`src/rtl/stmr_pkg.sv`:
```
package stmr_pkg;
  localparam int ADDR_W = 3;
  localparam int NUM_EV = 3;
  localparam int NUM_CMP = 2;
  localparam int EV_WRAP = 2;

  typedef enum logic [ADDR_W-1:0] {
    RA_CTRL   = 3'd0,
    RA_CMPA   = 3'd1,
    RA_CMPB   = 3'd2,
    RA_COUNT  = 3'd3,
    RA_FLAGS  = 3'd4,
    RA_IRQEN  = 3'd5,
    RA_WAKEEN = 3'd6
  } reg_addr_e;

  localparam int CTRL_SEL_BIT = 0;
  localparam int CTRL_DIV_LSB = 4;
endpackage

```
`src/rtl/stmr_prescaler.sv`:
```
module stmr_prescaler #(
  parameter int DIV_W = 4
) (
  input  logic             clk,
  input  logic             rst_n,
  input  logic             strobe_lo,
  input  logic             strobe_hi,
  input  logic             src_sel,
  input  logic [DIV_W-1:0] div,
  input  logic             restart,
  input  logic             hold,
  output logic             tick
);
  localparam int PRE_W = (1 << DIV_W) - 1;

  logic [PRE_W-1:0] pcnt_q, pcnt_d, limit, one_v;
  logic             sel_stb, step, at_lim, pcnt_en;

  always_comb begin
    one_v   = {{(PRE_W-1){1'b0}}, 1'b1};
    limit   = (one_v << div) - one_v;
    sel_stb = src_sel ? strobe_hi : strobe_lo;
    step    = sel_stb & ~hold;
    at_lim  = (pcnt_q == limit);
    tick    = step & at_lim & ~restart;
    pcnt_en = restart | step;
    if (restart)     pcnt_d = '0;
    else if (at_lim) pcnt_d = '0;
    else             pcnt_d = pcnt_q + one_v;
  end

  always_ff @(posedge clk or negedge rst_n) begin
    if (!rst_n)       pcnt_q <= '0;
    else if (pcnt_en) pcnt_q <= pcnt_d;
  end
endmodule

```
`src/rtl/stmr_counter.sv`:
```
module stmr_counter #(
  parameter int CNT_W = 32,
  parameter int NCMP  = 2
) (
  input  logic                       clk,
  input  logic                       rst_n,
  input  logic                       tick,
  input  logic                       load,
  input  logic [CNT_W-1:0]           load_val,
  input  logic [NCMP-1:0][CNT_W-1:0] cmp_val,
  output logic [CNT_W-1:0]           count_q,
  output logic [NCMP-1:0]            match,
  output logic                       wrap_ev
);
  logic [CNT_W-1:0] count_inc, count_d;
  logic             count_en, adv;

  always_comb begin
    count_inc = count_q + {{(CNT_W-1){1'b0}}, 1'b1};
    adv       = tick & ~load;
    count_en  = tick | load;
    count_d   = load ? load_val : count_inc;
    wrap_ev   = adv & (&count_q);
  end

  for (genvar i = 0; i < NCMP; i++) begin : g_cmp
    assign match[i] = adv & (count_inc == cmp_val[i]);
  end

  always_ff @(posedge clk or negedge rst_n) begin
    if (!rst_n)        count_q <= '0;
    else if (count_en) count_q <= count_d;
  end
endmodule

```
`src/rtl/stmr_events.sv`:
```
module stmr_events #(
  parameter int NEV = 3
) (
  input  logic           clk,
  input  logic           rst_n,
  input  logic [NEV-1:0] ev_set,
  input  logic [NEV-1:0] clr_mask,
  input  logic [NEV-1:0] irq_en,
  input  logic [NEV-1:0] wake_en,
  output logic [NEV-1:0] flags_q,
  output logic           irq,
  output logic           wake
);
  logic [NEV-1:0] flags_d;
  logic           flags_en;

  always_comb begin
    flags_en = |(ev_set | clr_mask);
    flags_d  = (flags_q & ~clr_mask) | ev_set;
    irq      = |(flags_q & irq_en);
    wake     = |(flags_q & wake_en);
  end

  always_ff @(posedge clk or negedge rst_n) begin
    if (!rst_n)        flags_q <= '0;
    else if (flags_en) flags_q <= flags_d;
  end
endmodule

```
`src/rtl/slp_timer.sv`:
```
module slp_timer
  import stmr_pkg::*;
#(
  parameter int CNT_W = 32,
  parameter int DIV_W = 4
) (
  input  logic                  clk,
  input  logic                  rst_n,
  input  logic                  ref_lo_stb,
  input  logic                  ref_hi_stb,
  input  logic                  halt_in,
  input  logic                  bus_wr,
  input  logic [ADDR_W-1:0]     bus_addr,
  input  logic [CNT_W-1:0]      bus_wdata,
  output logic [CNT_W-1:0]      bus_rdata,
  output logic                  irq,
  output logic                  wake
);
  localparam int CTRL_FRZ_BIT = CTRL_DIV_LSB + DIV_W;

  logic rst_meta, rst_sync_n;

  always_ff @(posedge clk or negedge rst_n) begin
    if (!rst_n) begin
      rst_meta   <= 1'b0;
      rst_sync_n <= 1'b0;
    end else begin
      rst_meta   <= 1'b1;
      rst_sync_n <= rst_meta;
    end
  end

  logic                       src_sel_q, src_sel_d;
  logic [DIV_W-1:0]           div_q, div_d;
  logic                       freeze_en, freeze_d;
  logic [NUM_CMP-1:0][CNT_W-1:0] cmp_q, cmp_d;
  logic [NUM_EV-1:0]          irq_en_q, irq_en_d, wake_en_q, wake_en_d;
  logic                       ctrl_wr, cnt_wr;
  logic [NUM_CMP-1:0]         cmp_wr;
  logic                       irqen_wr, wakeen_wr;
  logic [NUM_EV-1:0]          clr_mask;

  always_comb begin
    ctrl_wr   = bus_wr && (bus_addr == RA_CTRL);
    cmp_wr[0] = bus_wr && (bus_addr == RA_CMPA);
    cmp_wr[1] = bus_wr && (bus_addr == RA_CMPB);
    cnt_wr    = bus_wr && (bus_addr == RA_COUNT);
    irqen_wr  = bus_wr && (bus_addr == RA_IRQEN);
    wakeen_wr = bus_wr && (bus_addr == RA_WAKEEN);
    clr_mask  = (bus_wr && (bus_addr == RA_FLAGS)) ? bus_wdata[NUM_EV-1:0] : '0;
    src_sel_d = bus_wdata[CTRL_SEL_BIT];
    div_d     = bus_wdata[CTRL_DIV_LSB +: DIV_W];
    freeze_d  = bus_wdata[CTRL_FRZ_BIT];
    irq_en_d  = bus_wdata[NUM_EV-1:0];
    wake_en_d = bus_wdata[NUM_EV-1:0];
  end

  always_ff @(posedge clk or negedge rst_sync_n) begin
    if (!rst_sync_n) begin
      src_sel_q <= 1'b0;
      div_q     <= '0;
      freeze_en <= 1'b0;
    end else if (ctrl_wr) begin
      src_sel_q <= src_sel_d;
      div_q     <= div_d;
      freeze_en <= freeze_d;
    end
  end

  for (genvar c = 0; c < NUM_CMP; c++) begin : g_cmpreg
    assign cmp_d[c] = bus_wdata;
    always_ff @(posedge clk or negedge rst_sync_n) begin
      if (!rst_sync_n)    cmp_q[c] <= '0;
      else if (cmp_wr[c]) cmp_q[c] <= cmp_d[c];
    end
  end

  always_ff @(posedge clk or negedge rst_sync_n) begin
    if (!rst_sync_n)   irq_en_q <= '0;
    else if (irqen_wr) irq_en_q <= irq_en_d;
  end

  always_ff @(posedge clk or negedge rst_sync_n) begin
    if (!rst_sync_n)    wake_en_q <= '0;
    else if (wakeen_wr) wake_en_q <= wake_en_d;
  end

  logic                tick, hold, wrap_ev;
  logic [CNT_W-1:0]    count_q;
  logic [NUM_CMP-1:0]  match;
  logic [NUM_EV-1:0]   ev_set, flags_q;

  assign hold = freeze_en & halt_in;

  stmr_prescaler #(.DIV_W(DIV_W)) u_pre (
    .clk(clk), .rst_n(rst_sync_n),
    .strobe_lo(ref_lo_stb), .strobe_hi(ref_hi_stb),
    .src_sel(src_sel_q), .div(div_q),
    .restart(ctrl_wr), .hold(hold), .tick(tick)
  );

  stmr_counter #(.CNT_W(CNT_W), .NCMP(NUM_CMP)) u_cnt (
    .clk(clk), .rst_n(rst_sync_n),
    .tick(tick), .load(cnt_wr), .load_val(bus_wdata),
    .cmp_val(cmp_q), .count_q(count_q),
    .match(match), .wrap_ev(wrap_ev)
  );

  assign ev_set = {wrap_ev, match};

  stmr_events #(.NEV(NUM_EV)) u_ev (
    .clk(clk), .rst_n(rst_sync_n),
    .ev_set(ev_set), .clr_mask(clr_mask),
    .irq_en(irq_en_q), .wake_en(wake_en_q),
    .flags_q(flags_q), .irq(irq), .wake(wake)
  );

  always_comb begin
    bus_rdata = '0;
    case (bus_addr)
      RA_CTRL: begin
        bus_rdata[CTRL_SEL_BIT]            = src_sel_q;
        bus_rdata[CTRL_DIV_LSB +: DIV_W]   = div_q;
        bus_rdata[CTRL_FRZ_BIT]            = freeze_en;
      end
      RA_CMPA:   bus_rdata = cmp_q[0];
      RA_CMPB:   bus_rdata = cmp_q[1];
      RA_COUNT:  bus_rdata = count_q;
      RA_FLAGS:  bus_rdata[NUM_EV-1:0] = flags_q;
      RA_IRQEN:  bus_rdata[NUM_EV-1:0] = irq_en_q;
      RA_WAKEEN: bus_rdata[NUM_EV-1:0] = wake_en_q;
      default:   bus_rdata = '0;
    endcase
  end
endmodule

```
`config.mk`:
```
export PLATFORM = sky130hd
export DESIGN_NAME = slp_timer
export DESIGN_NICKNAME = d
export VERILOG_FILES = /design/src/rtl/stmr_pkg.sv /design/src/rtl/stmr_prescaler.sv /design/src/rtl/stmr_counter.sv /design/src/rtl/stmr_events.sv /design/src/rtl/slp_timer.sv
export SDC_FILE = /design/constraint.sdc
export NUM_CORES = 1
export LEC_CHECK = 0
export BUFFER_PORTS_ARGS = -buffer_cell sky130_fd_sc_hd__buf_2
export CAP_MARGIN = 20
export CORE_MARGIN = 4
export CORE_UTILIZATION = 55
export CTS_CLUSTER_DIAMETER = 200
export DETAILED_ROUTE_END_ITERATION = 16
export PLACE_DENSITY = 0.72
export REMOVE_ABC_BUFFERS = 1
export SLEW_MARGIN = 20
export SYNTH_ARGS = -nofsm -noshare
export SYNTH_HDL_FRONTEND = slang
export SYNTH_SLANG_ARGS = --single-unit
```
`constraint.sdc`:
```
create_clock -name clk -period 4.5 [get_ports clk]
set_input_delay 0.675 -clock clk [delete_from_list [all_inputs] [get_ports clk]]
set_output_delay 0.675 -clock clk [all_outputs]
set_load 0.02 [all_outputs]
```
==> impl_metrics.env <==
export IMPL_cp_arrival_ns=4.25
export IMPL_cts_setup_buffers=0
export IMPL_hold_buffers=0
export IMPL_placed_area_um2=9580
export IMPL_seq_area_frac_synth_pct=35.2
export IMPL_cp_required_ns=4.83
export IMPL_grt_usage_pct=28.8
export IMPL_layout_drive_gt1_share_pct=23.4
export IMPL_dieArea_um2=18700
export IMPL_via_per_inst=6.24
export IMPL_worst_pin_slew_ns=0.998
export IMPL_area_delta_synth_final_pct=12.6
export IMPL_synth_edf_count=0
export IMPL_start_util_pct=56.6
export IMPL_postLayoutCoreUtil_pct=63.8
export IMPL_path_max_fanout=21
export IMPL_synthFlopType="dfrtp_1"
export IMPL_gp_congestion=0.996
export IMPL_ant_nets=0
export IMPL_grt_overflow_total=0
export IMPL_nets=1080
export IMPL_firstDrtPassIters=5
export IMPL_vias=7889
export IMPL_first_global_vias=7674
export IMPL_finalHoldViolCount=0
export IMPL_synth_distinct_cells=75
export IMPL_fin_crit_sh_pct=87.1
export IMPL_netlist_instances=1000
export IMPL_dp_hpwl_mm=18.4
export IMPL_wl_per_cell_um=20.4
export IMPL_numCtsBuffers=17
export IMPL_final_setup_viol_count=0
export IMPL_clock_fmax_ghz=0.255
export IMPL_clkLatencyLatePin_ns=0.43
export IMPL_drv_slew=0
export IMPL_chipHeight_um=137
export IMPL_rsz0062_at_grt="false"
export IMPL_min_path_type="in2async"
export IMPL_core_area_um2=16100
export IMPL_layout_cells_non_filler=1265
export IMPL_p_leak_nw=4.09
export IMPL_port_buffers=74
export IMPL_diodes=0
export IMPL_cts_repair_resize_count=0
export IMPL_synth_seq_cells=128
export IMPL_status="completed"
export IMPL_syn_avg_cell_area_um2=9.10
export IMPL_ys_warn_count=0
export IMPL_design_area_um2=10200
export IMPL_min_period_ns=3.92
export IMPL_ir_worst_vdd_mv=0.295
export IMPL_pre_cts_slack_ns=0.627
export IMPL_die_w_um=137
export IMPL_p_per_area_nw_per_um2=472
export IMPL_drt_wl_total_mm=25.8
export IMPL_fin_worst_skew_ns=0.0104
export IMPL_tritoncts="yes"
export IMPL_cts_buffer_depth=2
export IMPL_grt_pass1_wl_mm=42.1
export IMPL_cts_root_buffer="clkbuf_16"
export IMPL_critPathCaptureType="flop"
export IMPL_ios=75
export IMPL_netlist_area_um2=9100
export IMPL_htreeDepth=4
export IMPL_timing_final_ws_setup_ns=0.579
export IMPL_maxSlewHeadroom_pct=32.9
export IMPL_placed_cells=1233
export IMPL_drt_initial_drc_count=813
export IMPL_max_cap_violations=0
export IMPL_cts_sinks=128
export IMPL_fin_tns_setup_ns=0
export IMPL_path_class="reg2reg"
export IMPL_clk_pin_slew_ns=0.06
export IMPL_grt_antenna_before_repair=0
export IMPL_synthArstFlopShare_pct=100
export IMPL_rows=46
export IMPL_drc=0
export IMPL_start_kind="flop"
export IMPL_grt_max_degree=54
==> layer usage <==
metal,share of wire [%],GRT usage [%],wire length [µm]
met1,45,40.4,11500
met2,46,44.0,11800
met3,7.1,6.65,1830
met4,2.5,9.74,656
met5,0,0,0
==> state kept, by name, summed over array words and instances, names as in the netlist <==
name / flops
u_pre.pcnt_q: 15
cmp_q: 64
rst_meta: 1
src_sel_q: 1
rst_sync_n: 1
div_q: 4
u_ev.flags_q: 3
u_cnt.count_q: 32
wake_en_q: 3
irq_en_q: 3
freeze_en: 1
==> cell usage after synthesis (22+ instances only) <==
cell type,count,area [µm²]
nand3_1,41,205
nor2_1,83,312
nand4_1,23,144
mux2_2,97,1090
a21oi_1,59,295
nand2_1,70,263
dfrtp_1,128,3200
o21ai_0,29,145
xor2_1,56,490
xnor2_1,61,534
a22oi_1,26,195
clkbuf_1,47,176
nor3_1,22,110
==> worst paths after layout <==
kind                       cells past startpoint       start              end  slack (ns)
max                                           13    div_q[1]  u_ev.flags_q[0]        0.58
min                                            1       rst_n       rst_sync_n        0.02
max reg2reg                                   13    div_q[1]  u_ev.flags_q[0]        0.58
min reg2reg                                    0    rst_meta       rst_sync_n        0.35
max in group asynchronous                      1  rst_sync_n        cmp_q[56]        3.14
min in group clk                               0    rst_meta       rst_sync_n        0.35
==> final cells by class <==
class | count | area (µm²)
well taps | 216 | 270
multi-input cells | 776 | 5510
flip-flops and latches | 128 | 3210
clock inverters | 11 | 201
clock buffers | 21 | 460
repair buffers | 96 | 536
inverters | 17 | 63.8
fillers | 1357 | 5810
==> through the flow <==
stage | hold WS [ns] | power [mW]
after floorplan | 0.331 | 2.79
after global placement | 0.336 | 3.23
after detailed placement | 0.337 | 3.26
after CTS | 0.0108 | 4.83
after global routing | 0.00716 | 5.10
final | 0.0217 | 4.84
==> critical path, stage by stage, from the launching register on <==
cell,delay (ns)
dfrtp_1,0.46
nor2_1,0.30
nand3_1,0.12
ha_1,0.40
buf_4,0.26
or4b_1,0.48
and2_1,0.17
o221ai_1,0.23
nand3_1,0.18
nor3_4,0.20
buf_4,0.30
nand2_1,0.09
or3_1,0.40
o31ai_1,0.24
==> cell usage in the layout, fill, tap and decap left out, types with 15 or more instances in the layout <==
cell	count
nand2_1	70
clkbuf_16	17
inv_1	17
o21ai_0	29
nand4_1	23
a21oi_1	59
xnor2_1	61
nand3_1	41
buf_2	74
a22oi_1	26
a31oi_1	15
buf_4	22
and3_1	16
nor3_1	21
xor2_1	56
dfrtp_1	127
mux2_2	97
nand2b_1	17
nor2_1	82
==> power breakdown <==
group | internal (mW) | leakage [nW] | total [mW] | switching, mW
sequential | 1.39 | 1.54 | 1.81 | 0.421
combinational | 0.714 | 2.24 | 1.47 | 0.752
clock | 1.02 | 0.318 | 1.56 | 0.543
==> logic make-up after synthesis <==
logic type | synth area share, %
XOR/XNOR | 11.3
flip-flops | 35.2
multiplexers | 14.1
other | 0.0412
buffers and inverters | 4.42
adder cells (fa/ha/maj) | 0.523
AND/OR/NAND/NOR | 21.1
AO/OA/AOI/OAI | 13.4
Note: power is estimated with default switching activity, not from simulation.
